**config.mk**
```make
export PLATFORM = sky130hd
export DESIGN_NAME = iq_streamer
export DESIGN_NICKNAME = d
export VERILOG_FILES = /design/src/rtl/iqs_pkg.sv /design/src/rtl/iqs_queue_ram.sv /design/src/rtl/iqs_half_flags.sv /design/src/rtl/iqs_fill_ctrl.sv /design/src/rtl/iqs_read_port.sv /design/src/rtl/iq_streamer.sv
export SDC_FILE = /design/constraint.sdc
export NUM_CORES = 1
export LEC_CHECK = 0
export CELL_PAD_IN_SITES_DETAIL_PLACEMENT = 1
export CELL_PAD_IN_SITES_GLOBAL_PLACEMENT = 2
export CORE_AREA = 2 2 313 346
export CTS_CLUSTER_SIZE = 28
export DETAILED_ROUTE_END_ITERATION = 6
export DIE_AREA = 0 0 315 348
export GPL_TIMING_DRIVEN = 0
export PLACE_DENSITY = 0.82
export SETUP_SLACK_MARGIN = 0.5
export SLEW_MARGIN = 40
export SYNTH_ARGS = -nofsm -noshare
export SYNTH_HDL_FRONTEND = slang
export SYNTH_HIERARCHICAL = 1
export SYNTH_SLANG_ARGS = --single-unit
```
**constraint.sdc**
```tcl
create_clock -name clk -period 9.3 [get_ports clk]
set_clock_uncertainty 0.05 [all_clocks]
set_input_delay 2.325 -clock clk [delete_from_list [all_inputs] [get_ports clk]]
set_output_delay 2.325 -clock clk [all_outputs]
set_load 0.01 [all_outputs]
```
**src/rtl/iqs_pkg.sv**
```systemverilog
package iqs_pkg;
    typedef enum logic [1:0] {
        FS_IDLE      = 2'd0,
        FS_FETCH     = 2'd1,
        FS_WAIT_FREE = 2'd2,
        FS_DONE      = 2'd3
    } fill_state_e;
endpackage

```
**src/rtl/iqs_queue_ram.sv**
```systemverilog
module iqs_queue_ram #(
    parameter int W     = 64,
    parameter int DEPTH = 16,
    localparam int IDX_W = $clog2(DEPTH)
) (
    input  logic             clk,
    input  logic             wr_en,
    input  logic [IDX_W-1:0] wr_idx,
    input  logic [W-1:0]     wr_data,
    input  logic [IDX_W-1:0] rd_idx,
    output logic [W-1:0]     rd_data
);
    logic [W-1:0] store_q [DEPTH];

    always_ff @(posedge clk) begin
        if (wr_en) begin
            store_q[wr_idx] <= wr_data;
        end
    end

    assign rd_data = store_q[rd_idx];
endmodule

```
**src/rtl/iqs_half_flags.sv**
```systemverilog
module iqs_half_flags (
    input  logic       clk,
    input  logic       rst_n,
    input  logic       clr_all_i,
    input  logic       set_en_i,
    input  logic       set_sel_i,
    input  logic       rel_en_i,
    input  logic       rel_sel_i,
    output logic [1:0] ready_o
);
    for (genvar g = 0; g < 2; g++) begin : g_half
        always_ff @(posedge clk or negedge rst_n) begin
            if (!rst_n) begin
                ready_o[g] <= 1'b0;
            end else if (clr_all_i) begin
                ready_o[g] <= 1'b0;
            end else if (set_en_i && (set_sel_i == 1'(g))) begin
                ready_o[g] <= 1'b1;
            end else if (rel_en_i && (rel_sel_i == 1'(g))) begin
                ready_o[g] <= 1'b0;
            end
        end
    end
endmodule

```
**src/rtl/iqs_fill_ctrl.sv**
```systemverilog
module iqs_fill_ctrl
    import iqs_pkg::*;
#(
    parameter int ADDR_W     = 32,
    parameter int LEN_W      = 16,
    parameter int HALF_DEPTH = 8,
    localparam int HB    = $clog2(HALF_DEPTH),
    localparam int IDX_W = HB + 1
) (
    input  logic              clk,
    input  logic              rst_n,
    input  logic              start_i,
    input  logic [ADDR_W-1:0] base_i,
    input  logic [LEN_W-1:0]  len_i,
    input  logic              mem_req_ready_i,
    input  logic              mem_rsp_valid_i,
    input  logic [1:0]        half_ready_i,
    output logic              mem_req_valid_o,
    output logic [ADDR_W-1:0] mem_req_addr_o,
    output logic              wr_en_o,
    output logic [IDX_W-1:0]  wr_idx_o,
    output logic              set_en_o,
    output logic              set_sel_o,
    output logic              clr_all_o,
    output logic [LEN_W-1:0]  len_o,
    output fill_state_e       state_o
);
    localparam logic [LEN_W-1:0] HALF_L = LEN_W'(HALF_DEPTH);
    localparam logic [LEN_W-1:0] ONE_L  = LEN_W'(1);
    localparam logic [LEN_W-1:0] ZERO_L = '0;

    fill_state_e       state_q, state_d;
    logic [ADDR_W-1:0] base_q;
    logic [LEN_W-1:0]  len_q;
    logic [LEN_W-1:0]  cbase_q;
    logic [LEN_W-1:0]  req_q;
    logic [LEN_W-1:0]  rsp_q;

    logic [LEN_W-1:0]  remain;
    logic [LEN_W-1:0]  clen;
    logic [LEN_W-1:0]  cnext;
    logic [LEN_W-1:0]  req_off;
    logic [LEN_W-1:0]  wr_off;
    logic              tgt;
    logic              start_acc;
    logic              req_fire;
    logic              rsp_take;
    logic              rsp_last;

    assign remain    = len_q - cbase_q;
    assign clen      = (remain > HALF_L) ? HALF_L : remain;
    assign cnext     = cbase_q + clen;
    assign tgt       = cbase_q[HB];
    assign req_off   = cbase_q + req_q;
    assign wr_off    = cbase_q + rsp_q;
    assign start_acc = ((state_q == FS_IDLE) || (state_q == FS_DONE)) && start_i;
    assign req_fire  = mem_req_valid_o && mem_req_ready_i;
    assign rsp_take  = (state_q == FS_FETCH) && mem_rsp_valid_i;
    assign rsp_last  = rsp_take && ((rsp_q + ONE_L) == clen);

    // Next-state logic
    always_comb begin
        state_d = state_q;
        unique case (state_q)
            FS_IDLE, FS_DONE: begin
                if (start_i) begin
                    state_d = (len_i == ZERO_L) ? FS_DONE : FS_FETCH;
                end
            end
            FS_FETCH: begin
                if (rsp_last) begin
                    if (cnext >= len_q) begin
                        state_d = FS_DONE;
                    end else if (half_ready_i[~tgt]) begin
                        state_d = FS_WAIT_FREE;
                    end else begin
                        state_d = FS_FETCH;
                    end
                end
            end
            FS_WAIT_FREE: begin
                if (!half_ready_i[tgt]) begin
                    state_d = FS_FETCH;
                end
            end
        endcase
    end

    // State and datapath registers
    always_ff @(posedge clk or negedge rst_n) begin
        if (!rst_n) begin
            state_q <= FS_IDLE;
            base_q  <= '0;
            len_q   <= '0;
            cbase_q <= '0;
            req_q   <= '0;
            rsp_q   <= '0;
        end else begin
            state_q <= state_d;
            if (start_acc) begin
                base_q  <= base_i;
                len_q   <= len_i;
                cbase_q <= '0;
                req_q   <= '0;
                rsp_q   <= '0;
            end else if (state_q == FS_FETCH) begin
                if (rsp_last) begin
                    cbase_q <= cnext;
                    req_q   <= '0;
                    rsp_q   <= '0;
                end else begin
                    if (req_fire) begin
                        req_q <= req_q + ONE_L;
                    end
                    if (rsp_take) begin
                        rsp_q <= rsp_q + ONE_L;
                    end
                end
            end
        end
    end

    // Outputs
    always_comb begin
        mem_req_valid_o = (state_q == FS_FETCH) && (req_q < clen);
        mem_req_addr_o  = base_q + ADDR_W'(req_off);
        wr_en_o         = rsp_take;
        wr_idx_o        = wr_off[IDX_W-1:0];
        set_en_o        = rsp_last;
        set_sel_o       = tgt;
        clr_all_o       = start_acc;
        len_o           = len_q;
        state_o         = state_q;
    end
endmodule

```
**src/rtl/iqs_read_port.sv**
```systemverilog
module iqs_read_port #(
    parameter int LEN_W      = 16,
    parameter int HALF_DEPTH = 8,
    localparam int HB    = $clog2(HALF_DEPTH),
    localparam int IDX_W = HB + 1
) (
    input  logic             clk,
    input  logic             rst_n,
    input  logic             restart_i,
    input  logic [LEN_W-1:0] len_i,
    input  logic [1:0]       half_ready_i,
    input  logic             fetch_req_i,
    output logic             fetch_valid_o,
    output logic [IDX_W-1:0] rd_idx_o,
    output logic             rel_en_o,
    output logic             rel_sel_o,
    output logic [LEN_W-1:0] ptr_o
);
    localparam logic [LEN_W-1:0] ONE_L = LEN_W'(1);

    logic [LEN_W-1:0] ptr_q;
    logic             take;

    assign fetch_valid_o = half_ready_i[ptr_q[HB]] && (ptr_q < len_i);
    assign take          = fetch_valid_o && fetch_req_i;
    assign rel_en_o      = take && (&ptr_q[HB-1:0]);
    assign rel_sel_o     = ptr_q[HB];
    assign rd_idx_o      = ptr_q[IDX_W-1:0];
    assign ptr_o         = ptr_q;

    always_ff @(posedge clk or negedge rst_n) begin
        if (!rst_n) begin
            ptr_q <= '0;
        end else if (restart_i) begin
            ptr_q <= '0;
        end else if (take) begin
            ptr_q <= ptr_q + ONE_L;
        end
    end
endmodule

```
**src/rtl/iq_streamer.sv**
```systemverilog
module iq_streamer
    import iqs_pkg::*;
#(
    parameter int INSTR_W    = 64,
    parameter int ADDR_W     = 32,
    parameter int LEN_W      = 16,
    parameter int HALF_DEPTH = 8,
    localparam int DEPTH = 2 * HALF_DEPTH,
    localparam int IDX_W = $clog2(DEPTH)
) (
    input  logic               clk,
    input  logic               rst_n,
    input  logic               start_i,
    input  logic [ADDR_W-1:0]  region_base_i,
    input  logic [LEN_W-1:0]   region_len_i,
    output logic               mem_req_valid_o,
    input  logic               mem_req_ready_i,
    output logic [ADDR_W-1:0]  mem_req_addr_o,
    input  logic               mem_rsp_valid_i,
    input  logic [INSTR_W-1:0] mem_rsp_data_i,
    input  logic               fetch_req_i,
    output logic               fetch_valid_o,
    output logic [INSTR_W-1:0] fetch_data_o,
    output logic               prog_done_o
);
    logic [1:0]       half_ready;
    logic             wr_en;
    logic [IDX_W-1:0] wr_idx;
    logic [IDX_W-1:0] rd_idx;
    logic             set_en;
    logic             set_sel;
    logic             clr_all;
    logic             rel_en;
    logic             rel_sel;
    logic [LEN_W-1:0] len_q;
    logic [LEN_W-1:0] rd_ptr;
    fill_state_e      fill_state;

    iqs_fill_ctrl #(
        .ADDR_W    (ADDR_W),
        .LEN_W     (LEN_W),
        .HALF_DEPTH(HALF_DEPTH)
    ) u_fill (
        .clk            (clk),
        .rst_n          (rst_n),
        .start_i        (start_i),
        .base_i         (region_base_i),
        .len_i          (region_len_i),
        .mem_req_ready_i(mem_req_ready_i),
        .mem_rsp_valid_i(mem_rsp_valid_i),
        .half_ready_i   (half_ready),
        .mem_req_valid_o(mem_req_valid_o),
        .mem_req_addr_o (mem_req_addr_o),
        .wr_en_o        (wr_en),
        .wr_idx_o       (wr_idx),
        .set_en_o       (set_en),
        .set_sel_o      (set_sel),
        .clr_all_o      (clr_all),
        .len_o          (len_q),
        .state_o        (fill_state)
    );

    iqs_half_flags u_flags (
        .clk      (clk),
        .rst_n    (rst_n),
        .clr_all_i(clr_all),
        .set_en_i (set_en),
        .set_sel_i(set_sel),
        .rel_en_i (rel_en),
        .rel_sel_i(rel_sel),
        .ready_o  (half_ready)
    );

    iqs_queue_ram #(
        .W    (INSTR_W),
        .DEPTH(DEPTH)
    ) u_ram (
        .clk    (clk),
        .wr_en  (wr_en),
        .wr_idx (wr_idx),
        .wr_data(mem_rsp_data_i),
        .rd_idx (rd_idx),
        .rd_data(fetch_data_o)
    );

    iqs_read_port #(
        .LEN_W     (LEN_W),
        .HALF_DEPTH(HALF_DEPTH)
    ) u_rd (
        .clk          (clk),
        .rst_n        (rst_n),
        .restart_i    (clr_all),
        .len_i        (len_q),
        .half_ready_i (half_ready),
        .fetch_req_i  (fetch_req_i),
        .fetch_valid_o(fetch_valid_o),
        .rd_idx_o     (rd_idx),
        .rel_en_o     (rel_en),
        .rel_sel_o    (rel_sel),
        .ptr_o        (rd_ptr)
    );

    assign prog_done_o = (fill_state == FS_DONE) && (rd_ptr == len_q);
endmodule

```
==> summary.md, run 1 <==
| Metric | Value |
|---|---|
| Clock transition at the registers of the reported paths | 0.06 ns |
| Final antenna-violating net count | 0 |
| Number of synthesized flops with an enable pin | 1024 |
| Mux contribution to synthesized area | 12.1% |
| Finished Cell Area | 0.0580 mm2 |
| HP Class | register to register |
| Count leader, synth | edfxtp_1 |
| CP Launch Type | register |
| Compound-Gate Fraction of Synth Area | 5.86% |
| Largest net degree at the start of global routing | 60 |
| CTS tree | built |
| Slew HR | 38.8% |
| Met2 GRT Util | 42.9% |
| Max Cap Viol | 0 |
| Largest family of logic cells by synthesized area | multiplexers |
| Dominant cells by area after synthesis | edfxtp_1 64%, mux4_2 12%, dfrtp_1 6.0%, ha_1 3.0%, a22oi_1 2.0% |
| Peak supply drop | 0.205 mV |
| Post-synthesis cell type count | 83 |
| Routing usage on met1 | 32.7% |
| Setup CP Type | register to primary output |
| # rows | 126 |
| PD cells | 220 mW/mm2 |
| Via count | 28700 |
| FILL cells | 9826 |
| Synth Instances | 2817 |
| Vias in the first global route | 31000 |
| Clock Latency Late Sink | 0.71 ns |
| Detailed-route wire length per cell | 28.8 um |
| Share of cells above drive strength 1 | 19.6% |
| Die Ht | 348 um |
| Status | finished, final reports clean |
| Gr busiest metal | met2 |
| Placed cell count | 4588 |
| Syn avg cell area | 17.2 um2 |
| # Post-CTS Setup Buffers | 0 |
| Post-Place Cell Area | 0.0543 mm2 |
| CTS root buffer | clkbuf_16 |
| Core footprint | 0.106 mm2 |
| Final Critical Period | 8.40 ns |
| CTS Buffer Depth | 3 |
| Max Clk Rate | 119 MHz |
| Mapped cell area | 0.0484 mm2 |
| Post-place setup slack | 1.31 ns |
| Fin. max-slew vios | 0 |
| CP arrival | 6.03 ns |
| Post-Synth Adder-Cell Area | 3.18% |
| Final-stage net count | 3533 |
| Routability cong. | 0.865 |
| Starting density of the core | 45.5% |
| Worst setup margin | 0.900 ns |
| Port bufs | 216 |
| Leakage power | 19.9 nW |
| Dpl hpwl | 95000 um |
| Area delta synth->final | 19.8% |
| 1st-iter DRT viols | 2797 |
| Setup violators final | 0 |
| Post-route clock period utilization | 90.3% |
| Clock sink total | 1140 |
| Met3 Use GR | 4.93% |
| Most used flip-flop cell after synthesis | edfxtp_1 |
| Seq/Total Area, Yosys | 69.5% |
| Pwr Total | 12.8 mW |
| 1st-pass router iterations | 5 |
| Initial antenna violation count | 13 |
| Final hold vios | 0 |
| Worst-path maximum fanout | 6 |
| Die W | 315 um |
| H-tree levels | 3 |
| XOR/XNOR Fraction of Synth Area | 1.81% |
| Vias per Instance | 5.98 |
| Yosys warns | 6 |
| Req. time, crit path | 6.93 ns |
| Slew @ Worst Pin | 0.918 ns |
| Drc violations | 0 |
| Asr flop ratio synth | 10.2% |
| DRT Wirelength | 138000 um |
| Synth cell count leaders | 1024 x edfxtp_1, 256 x mux4_2, 252 x nand2_1 |
| Crit path capture type | primary output |
| Num CTS Buffers | 112 |
| First-pass GRT wire length | 204000 um |
| Total grt overflow | 0 |
| Layout Cells excl Fill | 4801 |
| I/O pin cnt | 217 |
| GR Util All Layers | 25.4% |
| Yosys top cell area share | 63.5% |
| Area leader, netlist | edfxtp_1 |
| Die Footprint | 0.110 mm2 |
| Post-synthesis simple-gate area fraction | 5.61% |
| Register bit total from synthesis | 1140 |
| RSZ-0062 raised after global routing | no |
==> path summary, 6_finish.rpt <==
path / from / endpoint / slack (ns) / cells after the start
max: u_fill/len_o[0] / mem_req_valid_o / 0.90 / 17
min: u_fill/base_q[5] / u_fill/base_q[5] / 0.44 / 2
max reg2reg: u_fill/len_o[0] / u_fill/state_o[1] / 2.01 / 31
min reg2reg: u_fill/base_q[5] / u_fill/base_q[5] / 0.44 / 2
max in group asynchronous: rst_n / u_fill/state_o[0] / 6.97 / 2
min in group asynchronous: rst_n / u_fill/rsp_q[7] / 1.53 / 1
==> critical path, cell delays in order (launching register included) <==
cell and delay, ns:
dfrtp_1 0.49, inv_1 0.13, ha_1 0.19, inv_1 0.06
fa_1 0.42, a21o_1 0.21, a221oi_1 0.43, mux2i_1 0.25
nand4_1 0.16, nor4_1 0.24, nand4_1 0.20, nor3_2 0.41
nand2_1 0.15, ha_1 0.33, a2111oi_0 0.66, a2111oi_2 0.22
nor2_1 0.19, clkdlybuf4s50_1 0.59
==> registers in the layout, indices dropped and copies added (netlist names) <==
name	cells
u_fill/len_o	16
u_fill/state_o	2
u_fill/cbase_q	16
u_ram/store_q	1024
u_fill/req_q	16
u_fill/base_q	32
u_fill/rsp_q	16
u_flags/ready_o	2
u_rd/ptr_o	16
==> metrics by stage <==
| step | hold WS, ns | util, % | TNS, ns |
|---|---|---|---|
| 6_report | 0.437 | 54.5 | 0 |
| 5_1_grt | 0.474 | 54.5 | 0 |
| 4_1_cts | 0.445 | 54.4 | 0 |
| 3_5_place_dp | 0.431 | 51.1 | 0 |
| 3_3_place_gp | 0.420 | 49.3 | -2133.59 |
| 2_1_floorplan | 0.402 | - | 0 |
==> per-layer routing <==
layer	up-vias	share of wire, %
met2	1149	50
li1	12200	-
met1	15100	40
met4	14	2.9
met5	-	0.15
met3	258	7.0
==> repair_timing <==
item                                   CTS  global route
hold buffers                             0             0
gates resized for setup                  0             9
setup endpoints to repair                0            16
endpoints found under the hold margin    0             0
==> power breakdown <==
| part | leakage (nW) | total [mW] | switching (mW) | internal (mW) |
|---|---|---|---|---|
| logic | 7.37 | 2.25 | 1.30 | 0.951 |
| clock network | 1.75 | 4.46 | 1.99 | 2.46 |
| registers | 10.8 | 6.07 | 0.203 | 5.87 |
| total | 19.9 | 12.8 | 3.50 | 9.28 |
==> cells in the final DEF, fill, tap and decap left out, types with 18 or more instances in the layout <==
cell type	synthesis	final
clkbuf_16	0	112
o21ai_0	73	73
nor3_1	24	20
xnor2_1	72	72
a21o_1	33	33
clkdlybuf4s50_1	0	215
clkinv_2	0	22
xor2_1	28	28
conb_1	2	23
inv_1	86	86
edfxtp_1	1024	1024
a21oi_1	97	94
buf_8	0	39
nand3_1	33	33
buf_2	19	41
clkinv_1	0	27
buf_16	0	30
buf_4	11	47
nor2_1	107	94
clkbuf_1	53	67
mux4_2	256	256
nand2_1	252	252
a22oi_1	129	129
nand4_1	18	18
ha_1	115	115
dfrtp_1	116	115
==> cells by family (layout without fill, tap and decap cells) <==
family / count (synthesis) / after routing
buffers and inverters: 204 / 754
and+or+nand+nor: 562 / 562
other: 2 / 28
muxes: 265 / 265
adders and majority gates: 120 / 120
xor gates and xnor gates: 100 / 100
DFF: 1140 / 1140
AOI/OAI and AO/OA: 424 / 424
==> final cells by class <==
| type | instances | area (um2) | area share [%] |
|---|---|---|---|
| Clock inverter | 73 | 681 | 1.17 |
| Tap cell | 1408 | 1760 | 3.04 |
| Buffer | 117 | 622 | 1.07 |
| Sequential cell | 1140 | 33700 | 58.0 |
| Multi-Input combinational cell | 1494 | 14100 | 24.3 |
| Timing Repair Buffer | 343 | 3960 | 6.83 |
| Inverter | 87 | 327 | 0.563 |
| Antenna cell | 5 | 12.5 | 0.0216 |
| Clock buffer | 134 | 2910 | 5.01 |
(Power assumes the default switching activity.)
==> run 2: changes to the inputs <==
- CORE_AREA: 2 2 313 346 -> 2 2 300 332
- DIE_AREA: 0 0 315 348 -> 0 0 302 334
- PLACE_DENSITY: 0.82 -> 0.88
- clock period: 9.3 -> 10.4 ns (I/O delays scaled with it)
==> run 2 against run 1 <==
Net effect: total power is 7.8% lower; highest routed layer unchanged; largest power group unchanged; sequential power decreased by 10%; clock-buffer cell count is 5 lower; core utilization grew 4.8 points; sequential share of layout area down 0.060 points; final cell count decreased by 2.8%; critical path depth grew 5; flip-flop and latch count unchanged; critical endpoint is now mem_req_addr_o[26]; critical path type unchanged.
==> summary.md, run 2 (same netlist as run 1, synthesis figures left out) <==
| Metric | Value |
|---|---|
| HP Class | register to register |
| Status | finished, final reports clean |
| WL met3 | 11400 um |
| Vias per Instance | 6.34 |
| Int Pwr | 8.61 mW |
| Max Cap Viol | 0 |
| Worst-path maximum fanout | 7 |
| Core footprint | 0.0980 mm2 |
| Comb pwr share | 17.1% |
| RSZ-0062 raised after global routing | no |
| M1 WL | 54000 um |
| Post-route clock period utilization | 87.0% |
| Dpl hpwl | 96100 um |
| Die Footprint | 0.101 mm2 |
| Highest routed layer | met5 |
| Critical path buffer and inverter count | 1 |
| CTS root buffer | clkbuf_16 |
| Routability cong. | 0.884 |
| Slowest cell on the critical path | clkdlybuf4s50_1 |
| CP arrival | 6.40 ns |
| Initial antenna violation count | 6 |
| Vias in the first global route | 31900 |
| PD cells | 203 mW/mm2 |
| Post-CTS sizing | 0 |
| Final Critical Period | 9.05 ns |
| Slew @ Worst Pin | 0.940 ns |
| First-pass GRT wire length | 217000 um |
| Biggest regs | u_ram/store_q (1024), u_fill/base_q (32) |
| Clock sink total | 1140 |
| Max reg flops | 1024 |
| 1st-iter DRT viols | 3012 |
| # Post-CTS Setup Buffers | 0 |
| Worst-path cell chain | ha_1 -> fa_1 -> a21o_1 -> a21oi_1 -> o21bai_1 -> a21oi_1 -> o21bai_1 -> a21oi_1 -> o21bai_1 -> a21oi_1 -> o21ai_0 -> a21o_1 -> a21oi_1 -> xnor2_1 -> ha_1 -> nand3_1 -> o311ai_0 -> a21oi_1 -> or2_2 -> nor2_1 -> xor2_1 -> clkdlybuf4s50_1 |
| Share of cells above drive strength 1 | 19.4% |
| Worst setup margin | 1.35 ns |
| Peak supply drop | 0.168 mV |
| Max Clk Rate | 111 MHz |
| Setup violators final | 0 |
| Post-Place Cell Area | 0.0542 mm2 |
| Finished Cell Area | 0.0581 mm2 |
| CP Launch Type | register |
| Hold slack | 0.439 ns |
| H-tree levels | 3 |
| Starting density of the core | 49.4% |
| Num CTS Buffers | 111 |
| Largest net degree at the start of global routing | 62 |
| Fin. max-slew vios | 0 |
| Port bufs | 216 |
| Leakage power | 20.0 nW |
| Most common cell after layout, fill and taps aside | edfxtp_1 |
| FF-to-FF setup slack | 2.87 ns |
| GR Util All Layers | 29.6% |
| Crit path max-delay family | compound AO/OA/AOI/OAI gates |
| Slew HR | 37.3% |
| Part of the power in the clock network | 36.7% |
| Hold-fix buffers, CTS | 0 |
| Clock Latency Late Sink | 0.70 ns |
| Setup CP Type | register to primary output |
| DR WL met2 | 75700 um |
| DRT Wirelength | 147000 um |
| Via count | 29600 |
| Net Switching | 3.17 mW |
| Critical path's largest stage delay | 0.57 ns |
| Total grt overflow | 0 |
| Post-place setup slack | 1.98 ns |
| Commonest cells after routing, fill and taps aside | 1024 x edfxtp_1, 256 x mux4_2, 252 x nand2_1 |
| Most flop-heavy register | u_ram/store_q |
| Detailed-route wire length per cell | 31.5 um |
| I/O pin cnt | 217 |
| Final hold vios | 0 |
| CTS Buffer Depth | 3 |
| 1st-pass router iterations | 5 |
| Critical Path Most Common Cell | a21oi_1 |
| Die Ht | 334 um |
| Final antenna-violating net count | 0 |
| Final core occ | 59.3% |
| Final-stage net count | 3521 |
| Switching Share | 26.9% |
| Crit path capture type | primary output |
| Area delta synth->final | 19.9% |
| Req. time, crit path | 7.75 ns |
| Die W | 302 um |
| Clock transition at the registers of the reported paths | 0.07 ns |
| # rows | 121 |
| Drc violations | 0 |
| Seq pwr share | 46.2% |
| CTS tree | built |
run 2: changes by cell type in the layout (fill, tap and decap cells not counted), sizes merged, moves of 2 or more:
cell,delta
inv,-2
clkbuf,-2
bufinv,+12
clkinv,-13
clkinvlp,+2
buf,-14
run 2: power groups by stage:
stage / sequential [mW] / clock, mW / combinational [mW]
after floorplan: 5.46 / 0 / 1.12
after global placement: 5.54 / 0 / 1.83
after detailed placement: 5.53 / 0 / 1.98
after CTS: 5.44 / 4.38 / 2.02
after global routing: 5.46 / 4.53 / 2.20
final: 5.44 / 4.33 / 2.02
run 2: path summary, 6_finish.rpt:
| kind | start | depth (start not counted) | end |
|---|---|---|---|
| min reg2reg | u_fill/base_q[12] | 2 | u_fill/base_q[12] |
| min in group asynchronous | rst_n | 1 | u_fill/cbase_q[3] |
| max in group asynchronous | rst_n | 2 | u_fill/base_q[15] |
| max | u_fill/cbase_q[0] | 22 | mem_req_addr_o[26] |
| max reg2reg | u_fill/len_o[0] | 28 | u_fill/state_o[1] |
| min | u_fill/base_q[12] | 2 | u_fill/base_q[12] |
run 2: layout make-up:
type	count	area (um2)
Antenna cell	4	10.0
Buffer	117	626
Clock buffer	129	2930
Clock inverter	72	930
Fill cell	8761	39900
Inverter	87	327
Multi-Input combinational cell	1494	14000
Sequential cell	1140	33700
Tap cell	1291	1620
Timing Repair Buffer	332	3930
run 2: tightest hold or removal path, cell delays in order, from the launching register on:
cell and delay (ns):
dfrtp_1 0.34, nand2_1 0.05, nand2_1 0.06
run 2: metal layers:
| layer | up-vias | global-route usage [%] |
|---|---|---|
| li1 | 12100 | - |
| met1 | 15400 | 36.8 |
| met2 | 1612 | 50.9 |
| met3 | 372 | 5.77 |
| met4 | 8 | 12.1 |
| met5 | - | 0 |
run 2: per-stage QoR:
step                      power (mW)  std cells  setup TNS (ns)
after floorplan                 6.58       2838               0
after global placement          7.37       4345        -1085.62
after detailed placement        7.51       4461               0
after CTS                       11.8       4662               0
after global routing            12.2       4663               0
final                           11.8       4666               0
